===== src/rtl/lnk_seq_pkg.sv =====
package lnk_seq_pkg;

    typedef enum logic [4:0] {
        S_IDLE,
        S_PRST_ON,
        S_PRST_OFF,
        S_CFG,
        S_CRST_ON,
        S_CRST_OFF,
        S_POLL,
        S_UP_SEL,
        S_UP_UNGATE,
        S_UP_CORE,
        S_UP_TG,
        S_LIVE,
        S_DN_TG,
        S_DN_GATE,
        S_DN_SEL,
        S_DN_UNGATE,
        S_DN_STREAM
    } lnk_state_e;

    typedef struct packed {
        logic phy_rst;
        logic core_rst_n;
        logic cfg_req;
        logic phy_stream;
        logic clk_gate;
        logic clk_sel;
        logic core_en;
        logic tg_en;
    } lnk_ctl_t;

    localparam logic CLK_SRC_PIXEL = 1'b0;
    localparam logic CLK_SRC_PHY   = 1'b1;

    localparam lnk_ctl_t CTL_RESET = '{
        phy_rst:    1'b0,
        core_rst_n: 1'b1,
        cfg_req:    1'b0,
        phy_stream: 1'b0,
        clk_gate:   1'b1,
        clk_sel:    CLK_SRC_PIXEL,
        core_en:    1'b0,
        tg_en:      1'b0
    };

    function automatic int unsigned max_u(input int unsigned a, input int unsigned b);
        return (a > b) ? a : b;
    endfunction

    function automatic int unsigned bits_for(input int unsigned v);
        return (v < 2) ? 1 : $clog2(v + 1);
    endfunction

endpackage


===== src/rtl/lnk_tick_prescale.sv =====
module lnk_tick_prescale #(
    parameter int unsigned CLK_PER_TICK = 100000
) (
    input  logic clk,
    input  logic rst,
    input  logic clr,
    input  logic run,
    output logic wrap,
    output logic phase0
);
    localparam int unsigned PW = lnk_seq_pkg::bits_for(CLK_PER_TICK - 1);
    localparam logic [PW-1:0] LAST = PW'(CLK_PER_TICK - 1);

    logic [PW-1:0] cnt_q;

    assign wrap   = run && (cnt_q == LAST);
    assign phase0 = (cnt_q == '0);

    always_ff @(posedge clk) begin
        if (rst || clr) begin
            cnt_q <= '0;
        end else if (run) begin
            cnt_q <= wrap ? '0 : cnt_q + 1'b1;
        end
    end
endmodule


===== src/rtl/lnk_wait_timer.sv =====
module lnk_wait_timer #(
    parameter int unsigned CLK_PER_TICK = 100000,
    parameter int unsigned TW           = 8
) (
    input  logic          clk,
    input  logic          rst,
    input  logic          load,
    input  logic [TW-1:0] load_val,
    output logic          expired,
    output logic          phase0
);
    logic [TW-1:0] rem_q;
    logic          run;
    logic          wrap;

    assign run     = (rem_q != '0);
    assign expired = !run;

    lnk_tick_prescale #(.CLK_PER_TICK(CLK_PER_TICK)) u_pre (
        .clk    (clk),
        .rst    (rst),
        .clr    (load),
        .run    (run),
        .wrap   (wrap),
        .phase0 (phase0)
    );

    always_ff @(posedge clk) begin
        if (rst) begin
            rem_q <= '0;
        end else if (load) begin
            rem_q <= load_val;
        end else if (wrap) begin
            rem_q <= rem_q - 1'b1;
        end
    end
endmodule


===== src/rtl/lnk_dirty_flag.sv =====
module lnk_dirty_flag (
    input  logic clk,
    input  logic rst,
    input  logic set,
    input  logic clr,
    output logic dirty
);
    always_ff @(posedge clk) begin
        if (rst) begin
            dirty <= 1'b1;
        end else if (set) begin
            dirty <= 1'b1;
        end else if (clr) begin
            dirty <= 1'b0;
        end
    end
endmodule


===== src/rtl/lnk_bringup_seq.sv =====
module lnk_bringup_seq #(
    parameter int unsigned CLK_PER_TICK = 100000,
    parameter int unsigned SETTLE_TICKS = 10,
    parameter int unsigned POLL_LIMIT   = 100
) (
    input  logic clk,
    input  logic rst,
    input  logic start_req,
    input  logic stop_req,
    input  logic cfg_update,
    input  logic pwr_down,
    input  logic phy_ready,
    output logic phy_rst,
    output logic core_rst_n,
    output logic cfg_req,
    output logic phy_stream,
    output logic clk_gate,
    output logic clk_sel,
    output logic core_en,
    output logic tg_en,
    output logic cfg_dirty,
    output logic busy,
    output logic done,
    output logic error
);
    import lnk_seq_pkg::*;

    localparam int unsigned TMAX = max_u(SETTLE_TICKS, POLL_LIMIT);
    localparam int unsigned TW   = bits_for(TMAX);
    localparam logic [TW-1:0] SETTLE_V = TW'(SETTLE_TICKS);
    localparam logic [TW-1:0] POLL_V   = TW'(POLL_LIMIT - 1);

    lnk_state_e    st_q, st_d;
    lnk_ctl_t      ctl_q, ctl_d;
    logic          err_q, err_d;
    logic          ld;
    logic [TW-1:0] ld_val;
    logic          t_exp;
    logic          t_ph0;
    logic          dirty_clr;

    lnk_wait_timer #(.CLK_PER_TICK(CLK_PER_TICK), .TW(TW)) u_tmr (
        .clk      (clk),
        .rst      (rst),
        .load     (ld),
        .load_val (ld_val),
        .expired  (t_exp),
        .phase0   (t_ph0)
    );

    lnk_dirty_flag u_dirty (
        .clk   (clk),
        .rst   (rst),
        .set   (cfg_update | pwr_down),
        .clr   (dirty_clr),
        .dirty (cfg_dirty)
    );

    always_comb begin
        st_d          = st_q;
        ctl_d         = ctl_q;
        ctl_d.cfg_req = 1'b0;
        err_d         = err_q;
        ld            = 1'b0;
        ld_val        = '0;
        dirty_clr     = 1'b0;
        case (st_q)
            S_IDLE: if (start_req) begin
                err_d = 1'b0;
                ld    = 1'b1;
                if (cfg_dirty) begin
                    ctl_d.phy_rst = 1'b1;
                    ld_val        = SETTLE_V;
                    st_d          = S_PRST_ON;
                end else begin
                    ctl_d.phy_stream = 1'b1;
                    ld_val           = POLL_V;
                    st_d             = S_POLL;
                end
            end
            S_PRST_ON: if (t_exp) begin
                ctl_d.phy_rst = 1'b0;
                ld            = 1'b1;
                ld_val        = SETTLE_V;
                st_d          = S_PRST_OFF;
            end
            S_PRST_OFF: if (t_exp) begin
                ctl_d.cfg_req = 1'b1;
                st_d          = S_CFG;
            end
            S_CFG: begin
                ctl_d.core_rst_n = 1'b0;
                ld               = 1'b1;
                ld_val           = SETTLE_V;
                st_d             = S_CRST_ON;
            end
            S_CRST_ON: if (t_exp) begin
                ctl_d.core_rst_n = 1'b1;
                ld               = 1'b1;
                ld_val           = SETTLE_V;
                st_d             = S_CRST_OFF;
            end
            S_CRST_OFF: if (t_exp) begin
                dirty_clr        = 1'b1;
                ctl_d.phy_stream = 1'b1;
                ld               = 1'b1;
                ld_val           = POLL_V;
                st_d             = S_POLL;
            end
            S_POLL: if (t_ph0) begin
                if (phy_ready) begin
                    ctl_d.clk_gate = 1'b0;
                    st_d           = S_UP_SEL;
                end else if (t_exp) begin
                    ctl_d.phy_stream = 1'b0;
                    err_d            = 1'b1;
                    st_d             = S_IDLE;
                end
            end
            S_UP_SEL: begin
                ctl_d.clk_sel = CLK_SRC_PHY;
                st_d          = S_UP_UNGATE;
            end
            S_UP_UNGATE: begin
                ctl_d.clk_gate = 1'b1;
                st_d           = S_UP_CORE;
            end
            S_UP_CORE: begin
                ctl_d.core_en = 1'b1;
                st_d          = S_UP_TG;
            end
            S_UP_TG: begin
                ctl_d.tg_en = 1'b1;
                st_d        = S_LIVE;
            end
            S_LIVE: if (stop_req) begin
                ctl_d.core_en = 1'b0;
                st_d          = S_DN_TG;
            end
            S_DN_TG: begin
                ctl_d.tg_en = 1'b0;
                st_d        = S_DN_GATE;
            end
            S_DN_GATE: begin
                ctl_d.clk_gate = 1'b0;
                st_d           = S_DN_SEL;
            end
            S_DN_SEL: begin
                ctl_d.clk_sel = CLK_SRC_PIXEL;
                st_d          = S_DN_UNGATE;
            end
            S_DN_UNGATE: begin
                ctl_d.clk_gate = 1'b1;
                st_d           = S_DN_STREAM;
            end
            S_DN_STREAM: begin
                ctl_d.phy_stream = 1'b0;
                st_d             = S_IDLE;
            end
            default: begin
                ctl_d = CTL_RESET;
                st_d  = S_IDLE;
            end
        endcase
    end

    always_ff @(posedge clk) begin
        if (rst) begin
            st_q  <= S_IDLE;
            ctl_q <= CTL_RESET;
            err_q <= 1'b0;
        end else begin
            st_q  <= st_d;
            ctl_q <= ctl_d;
            err_q <= err_d;
        end
    end

    assign phy_rst    = ctl_q.phy_rst;
    assign core_rst_n = ctl_q.core_rst_n;
    assign cfg_req    = ctl_q.cfg_req;
    assign phy_stream = ctl_q.phy_stream;
    assign clk_gate   = ctl_q.clk_gate;
    assign clk_sel    = ctl_q.clk_sel;
    assign core_en    = ctl_q.core_en;
    assign tg_en      = ctl_q.tg_en;
    assign error      = err_q;
    assign done       = (st_q == S_LIVE);
    assign busy       = (st_q != S_IDLE) && (st_q != S_LIVE);
endmodule


===== config.mk =====
export PLATFORM = sky130hd
export DESIGN_NAME = lnk_bringup_seq
export DESIGN_NICKNAME = d
export VERILOG_FILES = /design/src/rtl/lnk_seq_pkg.sv /design/src/rtl/lnk_tick_prescale.sv /design/src/rtl/lnk_wait_timer.sv /design/src/rtl/lnk_dirty_flag.sv /design/src/rtl/lnk_bringup_seq.sv
export SDC_FILE = /design/constraint.sdc
export NUM_CORES = 1
export LEC_CHECK = 0
export BUFFER_PORTS_ARGS = -buffer_cell sky130_fd_sc_hd__buf_2
export CAP_MARGIN = 40
export CORE_MARGIN = 2
export CORE_UTILIZATION = 40
export DETAILED_ROUTE_END_ITERATION = 8
export PLACE_DENSITY = 0.63
export SYNTH_ARGS = -nofsm -noshare
export SYNTH_HDL_FRONTEND = slang
export SYNTH_SLANG_ARGS = --single-unit

===== constraint.sdc =====
create_clock -name clk -period 2.5 [get_ports clk]
set_input_delay 0.25 -clock clk [delete_from_list [all_inputs] [get_ports clk]]
set_output_delay 0.25 -clock clk [all_outputs]
set_load 0.02 [all_outputs]

# [After elaboration in Yosys (flattened, before gate mapping)]
# Index checks and enable logic that the tools add are counted.
[op_classes] n_eq_ne=31 n_reduce_logical=27 muxes=44 bitwise=7 addsub=2
[op_table] cell="$pmux W5 S16" n=1
[op_table] cell="$reduce_or A15 Y1" n=5
[op_table] cell="$mux W5" n=9
[op_table] cell="$eq A5 B4 Y1 const B" n=8
[op_table] cell="$mux W7" n=5
[op_table] cell="$pmux W7 S4" n=1
[op_table] cell="$reduce_or A13 Y1" n=2
[op_table] cell="$ne A2 B2 Y1 const B" n=11
[op_table] cell="$eq A5 B3 Y1 const B" n=4
[op_table] cell="$add A17 B1 Y17 const B" n=1
[op_table] cell="$eq A17 B17 Y1 const B" n=1
[op_table] cell="$logic_not A17 Y1" n=1
[op_table] cell="$mux W17" n=1
[op_table] cell="$mux W1" n=15
[op_table] cell="$pmux W1 S3" n=5
[op_table] cell="$eq A5 B2 Y1 const B" n=2
[op_table] cell="$reduce_and A8 Y1" n=1
[op_table] cell="$reduce_and A7 Y1" n=1
[op_table] cell="$reduce_bool A7 Y1" n=1
[op_table] cell="$sub A7 B1 Y7 const B" n=1
[op_table] cell="$not A1 Y1" n=6
[op_table] cell="$pmux W1 S2" n=3
[op_table] cell="$reduce_or A2 Y1" n=3
[op_table] cell="$eq A5 B1 Y1 const B" n=1
[op_table] cell="other kinds (19)" n=22
[word_totals] regBits=39

# [Logic depth before layout (Yosys ltp)]
# Gate-level depths: netlist (run 1).
[depth] word_depth=5 mapped_depth=8 depth_no_buf=7

# [By module]
# A second synthesis (run 1) with hierarchy kept.
[unflattened] hier_cells=301 hier_area_um2=2484.9
[by_module_without_submodules] mod="lnk_bringup_seq" seq_area_each_um2=280.3 cells_per_inst=150 instances=1 area_per_inst_um2=1181.1
[by_module_without_submodules] mod="lnk_tick_prescale" seq_area_each_um2=340.3 cells_per_inst=102 instances=1 area_per_inst_um2=879.6
[by_module_without_submodules] mod="lnk_wait_timer" seq_area_each_um2=140.1 cells_per_inst=45 instances=1 area_per_inst_um2=391.6
[by_module_without_submodules] mod="lnk_dirty_flag" seq_area_each_um2=20.0 cells_per_inst=4 instances=1 area_per_inst_um2=32.5

# [Worst setup path before layout (run 1)]
# Ideal clock, no wire load.
[synth_timing] path_kind="flip-flop to flip-flop" start="reg u_tmr.rem_q[0]" end="reg u_tmr.u_pre.cnt_q[11]" setup_slack_ns=0.448 setup_time_ns=0.114 synth_period_minus_slack_ns=2.052 path_buffers=0 arrival_ns=1.938 path_stages_with_launch=8 cell_sequence="dfxtp_1 -> inv_1 -> ha_1 -> nor3b_1 -> a2111oi_0 -> nand3_1 -> xor2_1 -> nor2_1"
[synth_via] elab_chain_len=4 elab_cells_between_ends=6
[synth_rtl] element="start: declaration" line_no="lnk_wait_timer.sv:12" text="logic [TW-1:0] rem_q;"
[synth_rtl] element="start signal: assignment" line_no="lnk_wait_timer.sv:32" text="rem_q <= load_val;"
[synth_rtl] element="start signal: assignment" line_no="lnk_wait_timer.sv:34" text="rem_q <= rem_q - 1'b1;"
[synth_rtl] element="$reduce_bool A7 Y1 (*)" line_no="lnk_wait_timer.sv:16" text="assign run = (rem_q != '0);"
[synth_rtl] element="$mux W1" line_no="lnk_bringup_seq.sv:81, lnk_bringup_seq.sv:97, lnk_bringup_seq.sv:103"
[synth_rtl] element="$pmux W1 S3" line_no="lnk_bringup_seq.sv:67" text="case (st_q)"
[synth_rtl] element="$logic_or A1 B1 Y1" line_no="lnk_tick_prescale.sv:20" text="if (rst || clr) begin"
[synth_rtl] element="end signal: assignment" line_no="lnk_tick_prescale.sv:23" text="cnt_q <= wrap ? '0 : cnt_q + 1'b1;"
[synth_rtl] element="end: declaration" line_no="lnk_tick_prescale.sv:14" text="logic [PW-1:0] cnt_q;"
# Every way passes the cells marked *; elsewhere a longest branch is shown, timed or not.
# A chain may end at the register's enable or synchronous reset.

# [Worst setup path after layout (run 1)]
[layout_timing] start="reg u_tmr.u_pre.cnt_q[0]" end="reg ctl_q (netlist bit phy_stream)"
[layout_via] elab_chain_len=3
[layout_rtl] element="$logic_not A17 Y1" line_no="lnk_tick_prescale.sv:17" text="assign phase0 = (cnt_q == '0);"
[layout_rtl] element="$ne A2 B2 Y1 (no line)"
[layout_rtl] element="$reduce_and A7 Y1 (no line)"
[layout_rtl] element="end signal: assignment" line_no="lnk_bringup_seq.sv:174" text="ctl_q <= ctl_d;"
[layout_rtl] element="end: declaration" line_no="lnk_bringup_seq.sv:34" text="lnk_ctl_t ctl_q, ctl_d;"
# Every way passes these cells.

==> flow_results.org, run 1 <==
** Layout
- With fillers left out, the area of the finished cells amounts to between 2000 and 3000 sq um.
- ANT cells :: 0
- Counting the fill cells in the layout gives 535.
- The multi-input combinational cells in the finished layout cover a total of ~1400 sq um.
- Layout cell share with drive strength beyond 1 :: 0.158
- Final net count :: roughly 330
- Sequential cell area :: about 780 sq um
- Layout area overhead :: 14.3%

** Timing
- At the pin with the least slew margin, the transition time is about 0.8 ns.
- Maximum operating frequency :: 468 MHz
- Total Neg Setup Slack :: 0 ns
- Subtracting the final worst setup slack from the clock period gives between 2 and 2.5 ns.
- Setup skew after layout :: between 0.006 and 0.007 ns
- Setup repair after global routing left no endpoint under its margin.
- The worst pin sits at a relative slew slack of 0.470.
- Worst Slack Setup Final :: ~0.36 ns
- Dividing the final minimum period by the clock period gives 0.854.
- Setup violations remaining at the end of the flow were counted as 0.
- The final hold violation count came to 0.
- The max-slew violation total from the final report was 0.

** Detailed routing
- Vias per inst :: 5.66
- Avg WL per Cell :: between 10 and 15 um
- The detailed router placed between 2000 and 2500 vias in this run.
- In this run, the number of DRC markers left after iteration 0 of detailed routing was around 150.
- The pre-antenna-repair detailed-routing pass consisted of 4 iterations.
- Wire length on met2 :: approximately 2.5 mm
- The count of nets left with antenna violations once routing finished came out at 0.
- Amount of wire on met3 after detailed routing :: approximately 360 um
- WL final :: 5.68 mm
- After detailed routing, the number of remaining DRC violations is 0.
- Detailed-route wire length on metal 1 :: about 2.8 mm
- Top layer in use :: met4

** Floorplanning
- # rows :: 27
- The core region is around 5500 sq um.
- Total Die Area :: between 6000 and 7000 sq um
- In this run the vertical extent of the chip is approximately 80 um.
- For this configuration, the core starts out at a cell density of 0.414.
- Die width :: a little under 80 um
- Pin placement for this block handled 19 I/O pins.

** Clock network
- In this run the number of H-tree levels came out at 2.
- Cells resized by post-CTS repair :: 0
- The number of hold buffers added after CTS was 0.
- Later-pin clock latency in the skew report :: around 0.30 ns
- Number of buffers created by CTS :: 5
- The number of setup buffers added after CTS is 0.
- Number of sinks on the clock net :: 39
- The longest clock path from root to sink contains 2 buffers.
- TritonCTS built the clock tree.
- Buffer cell driving the clock tree root :: clkbuf_8
- Clock slew at the register clock pins of the worst setup and hold paths :: around 0.08 ns

** Placement
- Hpwl dp :: a little over 4 mm
- Port buffering added 18 buffers.
- Post-placement setup slack :: 0.353 ns
- At the end of routability-driven placement, the weighted congestion stood at around 0.86.
- Once placement finished, the instance area stood at 2490 sq um.

** Setup path
- The worst setup path is of the register to register kind.
- Data on the critical path is required at its endpoint by between 2 and 3 ns.
- Type of destination of the critical path :: register
- Data on the critical path arrives at its endpoint at 2.31 ns.
- Worst-path maximum fanout :: 4
- Counting buffers and inverters, the worst setup path is 7 cells deep.
- STA classifies the critical path startpoint as a register.
- On the critical path the largest part of the delay comes from simple AND/OR/NAND/NOR gates.
- Slowest library cell on the worst path :: or4b_2
- The signal on the critical path passes through inv_1, ha_1, or4b_2, nor3_1, a31oi_1, o41ai_1, a21oi_1.
- The number of buffers and inverters on the critical path is 1.
- On the worst path, the slowest cell contributes a delay of a little under 0.6 ns.
- Measured in cells, the most critical reg-to-reg path has a length of 7.

** Outcome
- Status :: finished clean

** Synthesis
- When the netlist entered floorplanning its net count stood at roughly 300.
- Fraction of the mapped netlist area in adder cells :: 0.0165
- FFs w/ async S/R, synth :: 0
- For this run, the number of Yosys warnings is 0.
- The synthesized design contains 0 enable-type register cells.
- The biggest area contributor in the post-synthesis netlist is dfxtp_1.
- By area the synthesized netlist is led by dfxtp_1 (34%), nor2_1 (5.6%), xor2_1 (5.4%).
- Of the total synthesized cell area, the portion taken by AND, OR, NAND and NOR gates is 0.316.
- Avg Cell Area, Syn :: around 7.8 sq um
- Of the post-synthesis cell area, the dominant cell type holds 0.342.
- Post-synthesis register bit count :: 39
- Share of synthesized area spent on multiplexers :: 0.00878
- In the post-synthesis netlist, the cell with the most instances is dfxtp_1.
- Most frequently used flop master after synthesis :: dfxtp_1
- Top cells by count, synth :: dfxtp_1 (39), nor2_1 (34), nand2_1 (23), a21oi_1 (20), xor2_1 (14)
- The synthesized-area fraction occupied by ao, oa, aoi and oai cells was 0.193.
- Xor/xnor cell area share of the yosys netlist :: 0.0692
- For this run, the register share of the synthesized area comes to 0.342.
- Summing every instance area after synthesis gives ~2300 sq um.
- Number of standard cells after synthesis :: about 290
- The number of different library cells used by synthesis comes to between 50 and 60.
- Combinational family with the most area after synthesis :: simple AND/OR/NAND/NOR gates

** Power
- In this run the power density over the cells is roughly 970 nW/um^2.
- VDD sags by at most between 0.4 and 0.5 mV.
- After layout, the design draws a total of 2.54 mW.
- In this run the static leakage power is between 0.9 and 1 nW.

** Global routing
- Overall fraction of global-route tracks in use :: 0.189
- Largest net degree at the start of global routing :: 22
- Global-route wire length before repair :: 9.51 mm
- Overall overflow remaining after global route :: 0
- The number of antenna violations at the first check in global routing was 0.
- The number of global-route vias before repair is 1990.

** Min path
- Cell depth of the worst min-delay path :: 2
- The min-delay analysis places its worst path in the category input port to register.

** Flow run
- Max capacitance violation total :: 0
==> power breakdown <==
group | switching [mW] | internal (mW)
Combinational | 0.726 | 0.482
Sequential | 0.0905 | 0.703
Clock | 0.242 | 0.297
==> kinds of logic after synthesis <==
logic type | Yosys count
flip-flops | 39
AO/OA/AOI/OAI | 67
adder cells (fa/ha/maj) | 3
XOR/XNOR | 18
buffers and inverters | 30
multiplexers | 2
AND/OR/NAND/NOR | 134
==> worst register-to-register path: stages, from the launching register on <==
cell,delay (ns)
dfxtp_1,0.34
inv_1,0.08
ha_1,0.15
or4b_2,0.58
nor3_1,0.23
a31oi_1,0.17
o41ai_1,0.37
a21oi_1,0.10
==> metal layers <==
metal | global-route usage | up-vias
met3 | 0.0520 | 6
met5 | 0 | -
met1 | 0.270 | 1015
li1 | - | 1112
met4 | 0.0569 | 0
met2 | 0.276 | 70
==> registers in the layout (all words and copies together), names as in the netlist <==
signal and cells:
u_tmr.u_pre.cnt_q 17, u_tmr.rem_q 7, st_q 5, cfg_req 1, clk_gate 1, clk_sel 1, core_en 1, core_rst_n 1
error 1, phy_rst 1, phy_stream 1, tg_en 1, u_dirty.dirty 1
==> cells in the final DEF, fill, tap and decap left out, types with 2 or more instances in the layout <==
cell type / netlist / final
xnor2_1: 4 / 4
nor4b_1: 2 / 2
o21ai_0: 11 / 11
nand4_1: 9 / 9
dfxtp_1: 39 / 39
buf_2: 2 / 18
o221ai_1: 2 / 2
a21oi_1: 20 / 20
and2_1: 2 / 2
o21a_1: 2 / 2
a21o_1: 2 / 2
and3_1: 5 / 5
mux2i_1: 2 / 2
nand3_1: 13 / 13
nor3_1: 10 / 10
a211oi_1: 6 / 6
buf_4: 1 / 14
nand2_1: 23 / 23
nor2b_1: 2 / 2
nand2b_1: 4 / 4
a31oi_1: 11 / 11
or4_1: 2 / 2
or3_1: 6 / 6
nor2_1: 34 / 34
clkbuf_8: 0 / 5
a2111oi_0: 3 / 3
nor4_1: 6 / 6
xor2_1: 14 / 14
ha_1: 3 / 3
nor3b_1: 3 / 3
o41ai_1: 2 / 2
inv_1: 13 / 13
==> stage by stage <==
step	cells	util	hold WS (ns)
detailed placement	381	0.453	0.440
CTS	389	0.473	0.131
global placement	381	0.453	0.437
finish	389	0.473	0.135
floorplan	293	-	0.354
global route	389	0.473	0.144
==> worst paths after layout <==
| kind | startpoint | to | slack (ns) |
|---|---|---|---|
| max | u_tmr.u_pre.cnt_q[0] | phy_stream | 0.36 |
| min | pwr_down | u_dirty.dirty | 0.13 |
| max reg2reg | u_tmr.u_pre.cnt_q[0] | phy_stream | 0.36 |
| min reg2reg | core_en | core_en | 0.48 |
==> layout make-up <==
type	count	area share
flip-flops and latches	39	0.300
inverters	14	0.0202
clock buffers	5	0.0264
well taps	72	0.0346
multi-input cells	224	0.528
repair buffers	32	0.0749
clock inverters	3	0.0168
No activity file was read; power rests on OpenSTA's default activity.
==> run 2, diff against run 1 <==
- CORE_UTILIZATION: 40 -> 55
- PLACE_DENSITY: 0.63 -> 0.8
==> run 2 against run 1 <==
Effect of this change: combinational power fell by 7%; maximum frequency fell by 1.2%; highest routed layer unchanged; power rose by 0.73%; via count rose by 0.91%; critical endpoint unchanged; utilization rose by 18 points; cell area fell by 0.43%; first-iteration DRC count rose by 37%.
==> flow_results.org, run 2 (synthesis gave the netlist of run 1 again) <==
** Layout
- The register cell area after layout was 781 sq um (unchanged).
- The final-layout fill cell count was 355 (-34%).
- The area growth from synthesis to layout is 13.8%.
- Most frequent cells in the layout :: dfxtp_1 (39), nor2_1 (34), nand2_1 (23)
- The number of nets in the final layout came to 325 (-0.31%).
- The number of antenna repair diodes is 0 (unchanged).
- Multi-input gate area in the final layout :: 1380 sq um (unchanged)
- The register with the most flip-flops in the final layout is u_tmr.u_pre.cnt_q.
- Leading registers by flop count :: u_tmr.u_pre.cnt_q: 17 flops, u_tmr.rem_q: 7 flops, st_q: 5 flops
- Layout cell share with drive strength beyond 1 :: 0.155 (-0.00267)
- Number of flip-flops in the largest register :: 17 (unchanged)
- Commonest non-fill, non-tap cell in the layout :: dfxtp_1

** Setup path
- The worst endpoint required time is 2.68 ns (about the same).
- Crit start category :: register
- Cells on worst reg2reg path :: 7 (unchanged)
- Type of destination of the critical path :: register
- Signal arrival time at the worst endpoint :: 2.34 ns (+0.03 ns)
- The biggest fanout along the worst timing path is 4 (unchanged).
- The critical path in this run is classified as register to register.

** Clock network
- Later-pin clock latency in the skew report :: 0.30 ns (about the same)
- Clock tree synthesis selected as its root buffer the cell clkbuf_8.
- Buffers from clock root to sink, at most :: 2 (unchanged)
- The hold-fix buffer count after cts is 0 (unchanged).
- The number of clock sinks is 39 (unchanged).
- Clock tree from TritonCTS :: yes
- The total clock buffers created by CTS is 5 (unchanged).
- Post-CTS Setup Repair Bufs :: 0 (unchanged)
- Cells resized by post-CTS repair :: 0 (unchanged)
- The number of H-tree levels was 2 (unchanged).
- The clock-pin slew on the worst setup and hold paths came to 0.08 ns (about the same).

** Placement
- RePlAce Congestion :: 0.930 (+8.6%)
- Hpwl dp :: 3.94 mm (-3.1%)
- The number of buffers inserted by port buffering is 18 (unchanged).

** Power
- Standby leakage power :: 0.972 nW (about the same)
- The worst-case vdd ir drop came to 0.587 mV (+19%).
- The power per cell area is 986 nW/um^2 (+1.2%).

** Min path
- The number of stages on the worst hold path was 2 (unchanged).
- Min-Delay Path Class :: input port to register

** Global routing
- Overall fraction of global-route tracks in use :: 0.254 (+0.0649)
- Global-route wire length before repair :: 8.85 mm (-6.9%)
- Overall overflow remaining after global route :: 0 (unchanged)
- The number of antenna violations at the first check in global routing is 0 (unchanged).
- Vias in the first global route :: 1873 (-5.9%)
- The largest net degree at the start of global routing was 22 (unchanged).

** Floorplanning
- Core outline area :: 4000 sq um (-27%)
- The overall die area is 4680 sq um (-26%).
- The vertical die dimension came to 68.4 um (-14%).
- The number of core rows was 23 (-15%).
- Die width :: 68.4 um (-14%)
- Initial standard-cell utilization of the core :: 0.570 (+0.156)
- Number of top-level pins :: 19 (unchanged)

** Timing
- The highest achievable clock rate was 463 MHz (-1.2%).
- The max-slew violation total from the final report was 0 (unchanged).
- Final period demand of the worst path :: 2.16 ns (+0.0254 ns)
- Worst max-slew margin expressed relative to the limit :: 0.624 (+0.154)
- The final hold slack is 0.133 ns (-0.00146 ns).
- Ratio of final minimum period to clock period :: 0.864 (+0.0101)
- The worst clock skew came to 0.0103 ns (+0.00348 ns).
- Setup repair after global routing left no endpoint under its margin.
- Transition at the pin with the smallest max-transition slack :: 0.550 ns (-0.235 ns)
- Total Neg Setup Slack :: 0 ns (unchanged)
- Final-report hold violation count :: 0 (unchanged)
- Total of endpoints with negative setup slack in the final report :: 0 (unchanged)

** Detailed routing
- The remaining number of nets flagged by the antenna check after routing was 0 (unchanged).
- The number of search-and-repair iterations in the first detailed-routing pass is 5 (+1).
- Number of vias after detailed routing :: 2223 (+0.91%)
- The mean number of vias per cell is 6.07 (+7.2%).
- Initial DRC count :: 201 (+37%)
- WL final :: 5.37 mm (-5.5%)
- The residual DRC count is 0 (unchanged).
- Avg WL per Cell :: 14.7 um (+0.48%)

** Outcome
- Status :: finished clean

** Flow run
- The number of max-capacitance violations reported came to 0 (unchanged).
-- run 2: path summary, 6_finish.rpt --
| path | startpoint | end | slack [ns] |
|---|---|---|---|
| worst min-delay path | cfg_update | u_dirty.dirty | 0.13 |
| worst max register to register | u_tmr.u_pre.cnt_q[0] | phy_stream | 0.34 |
| worst min register to register | core_en | core_en | 0.48 |
| worst max-delay path | u_tmr.u_pre.cnt_q[0] | phy_stream | 0.34 |
-- run 2: report_power, final --
part           switching (mW)  internal, mW
Sequential             0.0957         0.703
Clock                   0.234         0.398
Combinational           0.688         0.441
Total                    1.02          1.54
-- run 2: cell type report --
class	count	area share
inverters	14	0.0203
multi-input cells	224	0.530
repair buffers	31	0.0723
flip-flops and latches	39	0.301
clock inverters	3	0.0260
clock buffers	5	0.0265
well taps	50	0.0241
-- run 2: layer usage --
metal | GRT usage | share of wire | up-vias
met5 | 0 | 0 | -
met1 | 0.351 | 0.46 | 1024
met4 | 0.103 | 0.023 | 0
met3 | 0.0493 | 0.068 | 14
met2 | 0.387 | 0.45 | 80
li1 | - | - | 1105
-- run 2: worst max-delay path: stages (launching register included) --
cell     delay [ns]
dfxtp_1        0.34
inv_1          0.08
ha_1           0.15
or4b_2         0.58
nor3_1         0.20
a31oi_1        0.16
o41ai_1        0.41
a21oi_1        0.12
-- run 2: through the flow --
step / setup slack (ns) / total power, mW / cells / cell area (sq um) / utilization
2_1_floorplan: 0.448 / 1.61 / 293 / 2280 / -
3_3_place_gp: 0.434 / 1.91 / 358 / 2460 / 0.615
3_5_place_dp: 0.391 / 1.92 / 358 / 2460 / 0.615
4_1_cts: 0.335 / 2.56 / 366 / 2590 / 0.649
5_1_grt: 0.203 / 2.72 / 366 / 2590 / 0.649
6_report: 0.339 / 2.56 / 366 / 2590 / 0.649
==> run 3, diff against run 2 <==
- ABC_AREA: unset -> 1
==> run 3 against run 2 <==
Effect of this change: combinational power grew 32%; via count is 26% higher; clock power down 34%; synthesized cell count grew 48%; first-iteration DRC count grew 64%; utilization fell by 4.0 points; largest power group unchanged; highest routed layer unchanged.
==> flow_results.org, run 3 <==
** Placement
- The post-placement cell area is 2770 sq um (+13%).
- The HPWL after detailed placement is 4.90 mm (+24%).
- The number of buffers inserted by port buffering is 18 (unchanged).
- The final weighted congestion in routability-driven placement is 0.935 (+0.54%).

** Clock network
- The number of clock sinks came to 39 (unchanged).
- Buffers from clock root to sink, at most :: 2 (unchanged)
- H-tree lvl count :: 2 (unchanged)
- The total setup buffers inserted after CTS came to 0 (unchanged).
- The hold-fix buffer count after cts is 0 (unchanged).
- TritonCTS built the clock tree.
- Later-pin clock latency in the skew report :: 0.30 ns (about the same)
- The total clock buffers created by CTS is 5 (unchanged).
- The number of instances resized during post-cts repair is 0 (unchanged).
- The clock-pin slew on the worst setup and hold paths is 0.08 ns (about the same).
- Buffer cell driving the clock tree root :: clkbuf_8

** Setup path
- STA classifies the critical path endpoint as a register.
- Series of cell instances along the critical path :: inv_1, ha_1, inv_1, nor2_1, nand3_2, buf_4, nand3_1, nor2_2, inv_1, nand2_2, nand2_1, nor2_1, nor2_1
- Sum of buffers and inverters on the critical path :: 4 (+3)
- Cell family with the largest share of critical-path delay :: simple AND/OR/NAND/NOR gates
- The worst endpoint required time was 2.70 ns (+0.02 ns).
- Slowest library cell on the worst path :: dfxtp_1
- The worst setup path is launched from a register.
- Signal arrival time at the worst endpoint :: 2.29 ns (-0.05 ns)
- Worst stage delay on the critical path :: 0.36 ns (-0.22 ns)
- Worst-path maximum fanout :: 14 (+10)
- The worst setup path is of the register to register kind.

** Synthesis
- The synthesized design spends more area on one cell type than any other, namely dfxtp_1.
- Among all flip-flop cells after synthesis, the most frequent one is dfxtp_1.
- Count leader, synth :: nand2_1
- The count of flip-flops with a built-in enable after synthesis is 0 (unchanged).
- Net count after synthesis :: 444 (+47%)
- The area share of the largest cell type after synthesis came to 0.294 (-0.0480).
- Yosys attributes the largest share of cell area to dfxtp_1 (29%), nand2_1 (15%), nor2_1 (12%).
- Top cells by count, synth :: nand2_1 (104), nor2_1 (86), inv_1 (46), dfxtp_1 (39), nand3_1 (35)
- The distinct cell type count after synthesis was 30 (-46%).
- Number of standard cells after synthesis :: 434 (+48%)
- The flop and latch count out of synthesis is 39 (unchanged).
- The proportion of register bits with asynchronous set or reset after synthesis is 0 (unchanged).
- Avg Cell Area, Syn :: 6.11 sq um (-21%)
- The proportion of synthesized chip area in sequential cells is 0.294 (-0.0480).
- Synthesis warning total :: 0 (unchanged)
- The total standard cell area after synthesis was 2650 sq um (+16%).

** Floorplanning
- The number of core rows came to 25 (+8.7%).
- Vertical die dimension :: 73.4 um (+7.4%)
- The top-level I/O count came to 19 (unchanged).
- Total Die Area :: 5390 sq um (+15%)
- The starting utilization of the core area came to 0.565 (-0.00484).
- Die width :: 73.4 um (+7.4%)
- Core outline area :: 4690 sq um (+17%)

** Outcome
- Status :: finished clean

** Timing
- Total of endpoints with negative setup slack in the final report :: 0 (unchanged)
- Total Neg Setup Slack :: 0 ns (unchanged)
- The worst clock skew is 0.0135 ns (+0.00321 ns).
- Ratio of final minimum period to clock period :: 0.839 (-0.0255)
- The pin slew with the least headroom to its limit was 0.391 ns (-0.158 ns).
- Worst max-slew margin expressed relative to the limit :: 0.738 (+0.114)
- The final hold violation count came to 0 (unchanged).
- Final period demand of the worst path :: 2.10 ns (-0.0637 ns)
- The max-slew violation total from the final report was 0 (unchanged).
- The highest achievable clock rate came to 477 MHz (+3.0%).
- Unrepaired setup endpoints after global routing :: no

** Power
- Clock share of power :: 0.156 (-0.091)
- Worst IR drop on VDD :: 0.336 mV (-43%)
- The power per cell area is 946 nW/um^2 (-4.1%).
- Switch Pwr :: 1.31 mW (+29%)
- The part of the total power dissipated in sequential elements was 0.292 (-0.020).
- The reported leakage power was 1.34 nW (+38%).
- Net Sw Frac :: 0.486 (+0.0881)
- The internal portion of total power was 1.39 mW (-10%).
- Combinational share of power :: 0.552 (+0.111)

** Detailed routing
- Number of vias after detailed routing :: 2801 (+26%)
- The remaining number of nets flagged by the antenna check after routing was 0 (unchanged).
- Detailed-routing iteration count for the pre-antenna-repair pass :: 7 (+2)
- The mean number of vias per cell is 5.52 (-9.0%).
- The total routed wirelength was 6.41 mm (+19%).
- Initial DRC count :: 330 (+64%)
- The residual DRC count is 0 (unchanged).
- The routed length per instance came to 12.6 um (-14%).

** Layout
- Final net count :: 462 (+42%)
- Area of all placed cells without fillers :: 2850 sq um (+10%)
- The register cell area after layout is 781 sq um (unchanged).
- ANT cells :: 0 (unchanged)
- Register ranked first by flip-flop count :: u_tmr.u_pre.cnt_q
- The flip-flop count of the largest register, all copies and words added was 17 (unchanged).
- The area of the multi-input gates is 1610 sq um (+17%).
- The proportion of layout cells with a drive suffix above 1 was 0.143 (-0.0116).
- In the final layout, the registers with the most flip-flops are u_tmr.u_pre.cnt_q: 17 flops, u_tmr.rem_q: 7 flops, st_q: 5 flops.
- Commonest non-fill, non-tap cell in the layout :: nand2_1
- In the layout the commonest cells are nand2_1 (104), nor2_1 (86), inv_1 (46).
- Layout area overhead :: 7.65%
- Fillers :: 452 (+27%)

** Global routing
- The largest net degree at the start of global routing is 15 (-32%).
- Overall fraction of global-route tracks in use :: 0.254 (about the same)
- Vias in the first global route :: 2494 (+33%)
- Number of antenna violations at the first check in global routing :: 0 (unchanged)
- Overall overflow remaining after global route :: 0 (unchanged)
- Global-route wire length before repair :: 10.7 mm (+20%)

** Flow run
- The number of max-capacitance violations reported was 0 (unchanged).

** Min path
- Min-Delay Path Class :: input port to register
==> run 3: changes by cell type in the layout (fill, tap and decap cells not counted), moves of 11 or more <==
cell,before,now
buf_4,13,1
nand2_1,23,104
a31oi_1,11,0
nand3_1,13,35
inv_1,13,46
nor2_1,34,86
==> run 3: power by group through the flow <==
stage          Combinational (mW)  Clock [mW]  Sequential (mW)
6_report                     1.49       0.420            0.788
2_1_floorplan                1.18           0            0.810
5_1_grt                      1.66       0.465            0.799
4_1_cts                      1.48       0.437            0.784
3_3_place_gp                 1.45           0            0.795
3_5_place_dp                 1.47           0            0.797
==> run 3: layout make-up <==
cell class,count,area share
Inverter,56,0.0737
Tap cell,54,0.0237
Sequential cell,39,0.274
Clock buffer,6,0.0254
Clock inverter,2,0.00438
Multi-Input combinational cell,331,0.565
Timing Repair Buffer,19,0.0342
==> run 3: kinds of logic (layout without fill, tap and decap cells) <==
| family | after synthesis | in the layout | share of synthesized area |
|---|---|---|---|
| simple gates | 284 | 284 | 0.483 |
| buf+inv | 64 | 83 | 0.0972 |
| flops | 39 | 39 | 0.294 |
| compound gates | 36 | 36 | 0.0849 |
| xor+xnor | 8 | 8 | 0.0264 |
| fa+ha+maj | 3 | 3 | 0.0142 |
==> run 3: worst register-to-register path: stages (launching register included) <==
cell	delay [ns]
dfxtp_1	0.36
inv_1	0.08
ha_1	0.24
inv_1	0.10
nor2_1	0.05
nand3_2	0.14
buf_4	0.23
nand3_1	0.10
nor2_2	0.20
inv_1	0.12
nand2_2	0.12
nand2_1	0.10
nor2_1	0.12
nor2_1	0.04
==> run 3: final timing paths <==
path,startpoint,endpoint,slack [ns],depth (start not counted)
setup reg to reg,u_tmr.rem_q[0],u_tmr.rem_q[6],0.40,13
hold / removal,cfg_update,u_dirty.dirty,0.14,3
setup / recovery,u_tmr.rem_q[0],u_tmr.rem_q[6],0.40,13
hold reg to reg,core_en,core_en,0.46,2
==> run 3: metrics by stage <==
stage          setup slack, ns  std cells  power, mW  hold WS (ns)  utilization
2_1_floorplan            0.908        434       1.99         0.347            -
3_5_place_dp             0.438        499       2.27         0.443        0.590
6_report                 0.403        507       2.70         0.141        0.608
4_1_cts                  0.415        507       2.70         0.137        0.608
5_1_grt                  0.151        507       2.93         0.134        0.608
3_3_place_gp             0.526        499       2.24         0.435        0.590
==> run 3: metal layers <==
layer | global-route usage | vias up | routed length [um]
met5 | 0 | - | 0
met1 | 0.306 | 1219 | 2770
met2 | 0.421 | 136 | 2990
met4 | 0.147 | 0 | 271
met3 | 0.0466 | 28 | 380
li1 | - | 1418 | -
